`src/rtl/gpio_irq_pkg.sv`:
```
// Shared constants for the GPIO interrupt controller: bus widths and the
// register offsets that software decodes. Assumes byte addressing.
package gpio_irq_pkg;
    localparam int ADDR_W = 8;
    localparam int DATA_W = 32;

    localparam logic [ADDR_W-1:0] OFS_SUMMARY = 8'h00;
    localparam logic [ADDR_W-1:0] OFS_SUMEN   = 8'h04;
    localparam logic [ADDR_W-1:0] OFS_DIN     = 8'h40;
    localparam logic [ADDR_W-1:0] OFS_DOUT    = 8'h44;
    localparam logic [ADDR_W-1:0] OFS_DRVEN   = 8'h48;
    localparam logic [ADDR_W-1:0] OFS_LVLPOL  = 8'h50;
    localparam logic [ADDR_W-1:0] OFS_LVLEN   = 8'h54;
    localparam logic [ADDR_W-1:0] OFS_EVT     = 8'h58;
    localparam logic [ADDR_W-1:0] OFS_EVTEN   = 8'h5C;
    localparam logic [ADDR_W-1:0] OFS_EVTDIR  = 8'h64;
endpackage

```
`src/rtl/gpio_in_sync.sv`:
```
// Two-stage synchronizer for asynchronous pin levels plus a third register
// holding the previous synchronized value for edge detection.
// Assumes each pin is an independent slow signal (no bus coherency needed).
module gpio_in_sync #(
    parameter int W = 32
) (
    input  logic         clk,
    input  logic         rst_n,
    input  logic [W-1:0] async_in,
    output logic [W-1:0] sync_q,
    output logic [W-1:0] prev_q
);
    logic [W-1:0] meta_q;

    // Shift pins through the two synchronizer stages and the history stage.
    always_ff @(posedge clk) begin
        if (!rst_n) begin
            meta_q <= '0;
            sync_q <= '0;
            prev_q <= '0;
        end else begin
            meta_q <= async_in;
            sync_q <= meta_q;
            prev_q <= sync_q;
        end
    end
endmodule

```
`src/rtl/gpio_edge_events.sv`:
```
// Per-pin edge detector and sticky event latch with write-one-to-clear.
// Assumes cur/prev come from consecutive synchronized samples; a detection
// wins over a clear in the same cycle so no event is dropped.
module gpio_edge_events #(
    parameter int W = 32
) (
    input  logic         clk,
    input  logic         rst_n,
    input  logic [W-1:0] cur,
    input  logic [W-1:0] prev,
    input  logic [W-1:0] fall_sel,
    input  logic [W-1:0] clr,
    output logic [W-1:0] hit,
    output logic [W-1:0] evt_q
);
    // Pick the watched edge per pin from the direction bit.
    for (genvar i = 0; i < W; i++) begin : g_bit
        assign hit[i] = fall_sel[i] ? (prev[i] & ~cur[i]) : (cur[i] & ~prev[i]);
    end

    // Latch events; clears apply first, new detections override them.
    always_ff @(posedge clk) begin
        if (!rst_n) evt_q <= '0;
        else        evt_q <= (evt_q & ~clr) | hit;
    end
endmodule

```
`src/rtl/gpio_pend_combine.sv`:
```
// Combines level and edge sources into per-pin pending vectors and one
// summary flag. Purely combinational; assumes registered inputs.
module gpio_pend_combine #(
    parameter int W = 32
) (
    input  logic [W-1:0] level_in,
    input  logic [W-1:0] lvl_pol,
    input  logic [W-1:0] lvl_en,
    input  logic [W-1:0] evt,
    input  logic [W-1:0] evt_en,
    output logic [W-1:0] lvl_pend,
    output logic [W-1:0] edg_pend,
    output logic         any_pend
);
    // Level sources follow the live input; event sources follow the latch.
    always_comb begin
        lvl_pend = (level_in ^ lvl_pol) & lvl_en;
        edg_pend = evt & evt_en;
        any_pend = |(lvl_pend | edg_pend);
    end
endmodule

```
`src/rtl/gpio_irq_ctrl.sv`:
```
// GPIO controller top: register file, pin drive, synchronized readback and
// interrupt aggregation onto one registered line.
// Assumes 1 <= NUM_PINS <= 32 and a bus that presents one access per cycle.
module gpio_irq_ctrl
    import gpio_irq_pkg::*;
#(
    parameter int NUM_PINS = 32
) (
    input  logic                clk,
    input  logic                rst_n,
    input  logic [ADDR_W-1:0]   bus_addr,
    input  logic                bus_we,
    input  logic [DATA_W-1:0]   bus_wdata,
    output logic [DATA_W-1:0]   bus_rdata,
    input  logic [NUM_PINS-1:0] pin_in,
    output logic [NUM_PINS-1:0] pin_out,
    output logic [NUM_PINS-1:0] pin_oe,
    output logic                irq
);
    localparam int W = NUM_PINS;

    logic [W-1:0] dout_q, drven_q, lpol_q, lven_q, edir_q, een_q;
    logic         sum_en;
    logic [W-1:0] in_sync, in_prev, ev_q, ev_hit, ev_clr;
    logic [W-1:0] lvl_pend, edg_pend;
    logic         sum_pend;
    logic [W-1:0] wr_bits;
    logic [DATA_W-1:0] rd_nxt;

    // Zero-extend a per-pin vector to the bus width.
    function automatic logic [DATA_W-1:0] widen(input logic [W-1:0] v);
        logic [DATA_W-1:0] r;
        r = '0;
        r[W-1:0] = v;
        return r;
    endfunction

    assign wr_bits = bus_wdata[W-1:0];
    assign ev_clr  = (bus_we && bus_addr == OFS_EVT) ? wr_bits : '0;

    gpio_in_sync #(.W(W)) u_sync (
        .clk      (clk),
        .rst_n    (rst_n),
        .async_in (pin_in),
        .sync_q   (in_sync),
        .prev_q   (in_prev)
    );

    gpio_edge_events #(.W(W)) u_evt (
        .clk      (clk),
        .rst_n    (rst_n),
        .cur      (in_sync),
        .prev     (in_prev),
        .fall_sel (edir_q),
        .clr      (ev_clr),
        .hit      (ev_hit),
        .evt_q    (ev_q)
    );

    gpio_pend_combine #(.W(W)) u_pend (
        .level_in (in_sync),
        .lvl_pol  (lpol_q),
        .lvl_en   (lven_q),
        .evt      (ev_q),
        .evt_en   (een_q),
        .lvl_pend (lvl_pend),
        .edg_pend (edg_pend),
        .any_pend (sum_pend)
    );

    // Configuration register writes; unmapped offsets fall through.
    always_ff @(posedge clk) begin
        if (!rst_n) begin
            dout_q  <= '0;
            drven_q <= '0;
            lpol_q  <= '0;
            lven_q  <= '0;
            edir_q  <= '0;
            een_q   <= '0;
            sum_en  <= 1'b0;
        end else if (bus_we) begin
            case (bus_addr)
                OFS_SUMEN:  sum_en  <= bus_wdata[0];
                OFS_DOUT:   dout_q  <= wr_bits;
                OFS_DRVEN:  drven_q <= wr_bits;
                OFS_LVLPOL: lpol_q  <= wr_bits;
                OFS_LVLEN:  lven_q  <= wr_bits;
                OFS_EVTEN:  een_q   <= wr_bits;
                OFS_EVTDIR: edir_q  <= wr_bits;
                default: ;
            endcase
        end
    end

    // Select read data for the addressed register.
    always_comb begin
        case (bus_addr)
            OFS_SUMMARY: rd_nxt = {{(DATA_W-1){1'b0}}, sum_pend};
            OFS_SUMEN:   rd_nxt = {{(DATA_W-1){1'b0}}, sum_en};
            OFS_DIN:     rd_nxt = widen(in_sync);
            OFS_DOUT:    rd_nxt = widen(dout_q);
            OFS_DRVEN:   rd_nxt = widen(drven_q);
            OFS_LVLPOL:  rd_nxt = widen(lpol_q);
            OFS_LVLEN:   rd_nxt = widen(lven_q);
            OFS_EVT:     rd_nxt = widen(ev_q);
            OFS_EVTEN:   rd_nxt = widen(een_q);
            OFS_EVTDIR:  rd_nxt = widen(edir_q);
            default:     rd_nxt = '0;
        endcase
    end

    // Register read data and the gated interrupt line.
    always_ff @(posedge clk) begin
        if (!rst_n) begin
            bus_rdata <= '0;
            irq       <= 1'b0;
        end else begin
            bus_rdata <= rd_nxt;
            irq       <= sum_pend & sum_en;
        end
    end

    assign pin_out = dout_q & drven_q;
    assign pin_oe  = drven_q;
endmodule

```
`config.mk`:
```
export PLATFORM = sky130hd
export DESIGN_NAME = gpio_irq_ctrl
export DESIGN_NICKNAME = d
export VERILOG_FILES = /design/src/rtl/gpio_irq_pkg.sv /design/src/rtl/gpio_in_sync.sv /design/src/rtl/gpio_edge_events.sv /design/src/rtl/gpio_pend_combine.sv /design/src/rtl/gpio_irq_ctrl.sv
export SDC_FILE = /design/constraint.sdc
export NUM_CORES = 1
export LEC_CHECK = 0
export ABC_AREA = 1
export BUFFER_PORTS_ARGS = -buffer_cell sky130_fd_sc_hd__buf_2
export CORE_MARGIN = 8
export CORE_UTILIZATION = 25
export DETAILED_ROUTE_END_ITERATION = 10
export PLACE_DENSITY = 0.48
export SKIP_LAST_GASP = 1
export SLEW_MARGIN = 30
export SYNTH_ARGS = -nofsm -noshare
export SYNTH_HDL_FRONTEND = slang
export SYNTH_HIERARCHICAL = 1
export SYNTH_SLANG_ARGS = --single-unit
```
`constraint.sdc`:
```
create_clock -name clk -period 4.1 [get_ports clk]
set_input_delay 0.82 -clock clk [delete_from_list [all_inputs] [get_ports clk]]
set_output_delay 0.82 -clock clk [all_outputs]
set_load 0.01 [all_outputs]
```
==> reports/qor.yml <==
drt_iter0_drc: 996
cts-root-buf: "clkbuf_16"
wl_per_cell_um: 16.3
place_area_um2: 17700
hpwl_um: 36300
fin_area_um2: 19100
io_pins: 172
fin_setup_tns_ps: 0
overflow: 0
fp-row-count: 93
die_w_um: 271
cpMostUsedCell: "nand2_1"
critPathTopFamily: "simple AND/OR/NAND/NOR gates"
antenna_found_initial: 5
pwr-share-comb_pct: 4.5
grt_pass1_wl_um: 85400
cts.sinks: 354
p_seq_share_pct: 47.0
critPathSlowestCell: "nor2_2"
syn_avg_cell_area_um2: 6.75
hold_end: "u_sync/sync_q[3]$_SDFF_PN0_"
p_clk_share_pct: 48.5
nets: 2596
cts_buffers: 42
ant_nets: 0
finalSetupViolations: 0
syn_nets: 2476
postCtsSetupRepairBufs: 0
intPower_w: 0.00573
slew_violations: 0
power_switching_w: 0.00181
crit_chain: "buf_2 -> inv_2 -> nand2_1 -> nor2_2 -> and2_2 -> nand2_4 -> nand2_1 -> a21oi_1"
fmax_mhz: 380
start_kind: "input pin"
die_area_um2: 73200
vias: 14800
r2r_cells: 13
holdPathStages: 2
path_max_fanout: 32
synthCells: 2401
dr.pass1.iters: 5
slew_headroom_pct: 37.7
status: "completed"
finalWirelength_um: 55700
finalCritPeriodShare_pct: 64.2
grt_usage_pct: 14.7
swShare_pct: 24.1
totalPowerFinal_w: 0.00755
r2r-end: "bus_rdata[0]$_SDFF_PN0_"
numPortBuffers: 171
fin_cells: 3407
critPathRequiredTime_ps: 4510
gp_congestion: 0.759
r2r_start: "u_sync/sync_q[27]$_SDFF_PN0_"
cts_tree: "done"
leakage_nw: 8.80
hold_viol_final: 0
cts_resized: 0
grt_max_degree: 178
worst_slew_pin_slew_ps: 934
clockBufferDepth: 3
yosys_warnings: 6
vdd_ir_drop_max_mv: 0.234
initial_utilization_pct: 25.2
min_from: "u_sync/meta_q[3]$_SDFF_PN0_"
clk_pin_slew_worst_paths_ps: 60
power_density_nw_per_um2: 396
diodes: 0
drc_errors: 0
cts_hold_buf: 0
crit_type: "input pin to flop"
h-tree-depth: 2
die_h_um: 271
vias_per_cell: 4.33
crit_arrival_ps: 3040
max_cap_viol_count: 0
drive_gt1_share_pct: 14.0
clock_latency_ps: 570
grt_pass1_vias: 14000
endpoint_kind: "flop"
r2r_slack_ps: 2260
max_stage_delay_ps: 630
syn_area_um2: 16200
final.min_clock_period_ps: 2630
dp_cells: 3332
skew_ps: 15.1
crit_buf_inv: 2
rsz0062_at_grt: "false"
area_growth_pct: 17.6
hp-class: "flop to flop"
core_um2: 64200
-- worst min-delay path: cells and delay by family, from the launching register on --
| kind | cells | cell delay [ps] |
|---|---|---|
| buffers and inverters | 1 | 40 |
| flip-flops | 1 | 300 |
| AND/OR/NAND/NOR | 1 | 50 |
-- worst max-delay path by stage --
stage	start	end	depth (start not counted)
6_report	bus_addr[2]	pin_oe[24]$_SDFFE_PN0P_	8
5_1_grt	bus_addr[2]	u_evt/evt_q[12]$_SDFF_PN0_	13
4_1_cts	bus_addr[2]	pin_oe[24]$_SDFFE_PN0P_	8
3_5_place_dp	bus_addr[2]	pin_oe[27]$_SDFFE_PN0P_	8
3_3_place_gp	bus_addr[0]	pin_oe[23]$_SDFFE_PN0P_	8
2_1_floorplan	bus_addr[0]	u_evt/evt_q[20]$_SDFF_PN0_	14
-- sequential cells by signal, summed over array words and instances, names as in the netlist --
| name | count |
|---|---|
| edir_q | 32 |
| lpol_q | 32 |
| irq | 1 |
| lven_q | 32 |
| sum_en | 1 |
| pin_oe | 32 |
| u_sync/prev_q | 32 |
| u_sync/sync_q | 32 |
| een_q | 32 |
| u_evt/evt_q | 32 |
| dout_q | 32 |
| u_sync/meta_q | 32 |
| bus_rdata | 32 |
-- per-layer routing --
metal	track usage [%]	vias to the layer above	routed length [µm]
met3	2.73	68	3280
li1	-	7627	-
met1	20.7	6679	27000
met5	0	-	12
met2	23.0	388	24300
met4	3.75	2	1070
-- cell usage in the layout (no fill, tap or decap) --
| cell | instances |
|---|---|
| nand2_4 | 4 |
| nor2_4 | 3 |
| nand4_1 | 9 |
| and2_4 | 1 |
| clkbuf_8 | 11 |
| clkinv_8 | 2 |
| inv_1 | 454 |
| a21oi_2 | 1 |
| dfxtp_1 | 354 |
| buf_12 | 2 |
| clkbuf_1 | 13 |
| nor2_8 | 1 |
| inv_2 | 17 |
| clkinv_2 | 6 |
| buf_4 | 27 |
| buf_2 | 169 |
| and2_2 | 1 |
| o21ai_0 | 147 |
| nand2_1 | 603 |
| buf_6 | 1 |
| clkbuf_16 | 43 |
| or2_1 | 7 |
| nand3_1 | 267 |
| nand3_2 | 40 |
| nand2_2 | 24 |
| a21oi_1 | 223 |
| inv_4 | 2 |
| nor2_1 | 118 |
| nor2_2 | 2 |
-- stage by stage --
stage	hold WS (ps)	utilization [%]	worst slack, ps
floorplan	386	-	1990
global placement	394	27.6	710
CTS	392	29.7	1200
global route	424	29.7	1310
detailed placement	399	27.6	621
finish	411	29.7	1470
-- power by group through the flow --
stage          sequential, W  combinational, W  clock, W
2_1_floorplan        0.00361          0.000210         0
3_3_place_gp         0.00363          0.000339         0
3_5_place_dp         0.00363          0.000340         0
4_1_cts              0.00355          0.000341   0.00377
5_1_grt              0.00356          0.000383   0.00391
6_report             0.00355          0.000339   0.00366
-- cell type report --
| type | count | area [µm²] |
|---|---|---|
| well taps | 855 | 1070 |
| fillers | 7193 | 45200 |
| flip-flops and latches | 354 | 7090 |
| repair buffers | 199 | 1100 |
| multi-input cells | 1451 | 6680 |
| clock inverters | 8 | 62.6 |
| clock buffers | 67 | 1280 |
| inverters | 473 | 1780 |
Note: power is estimated with default switching activity, not from simulation.
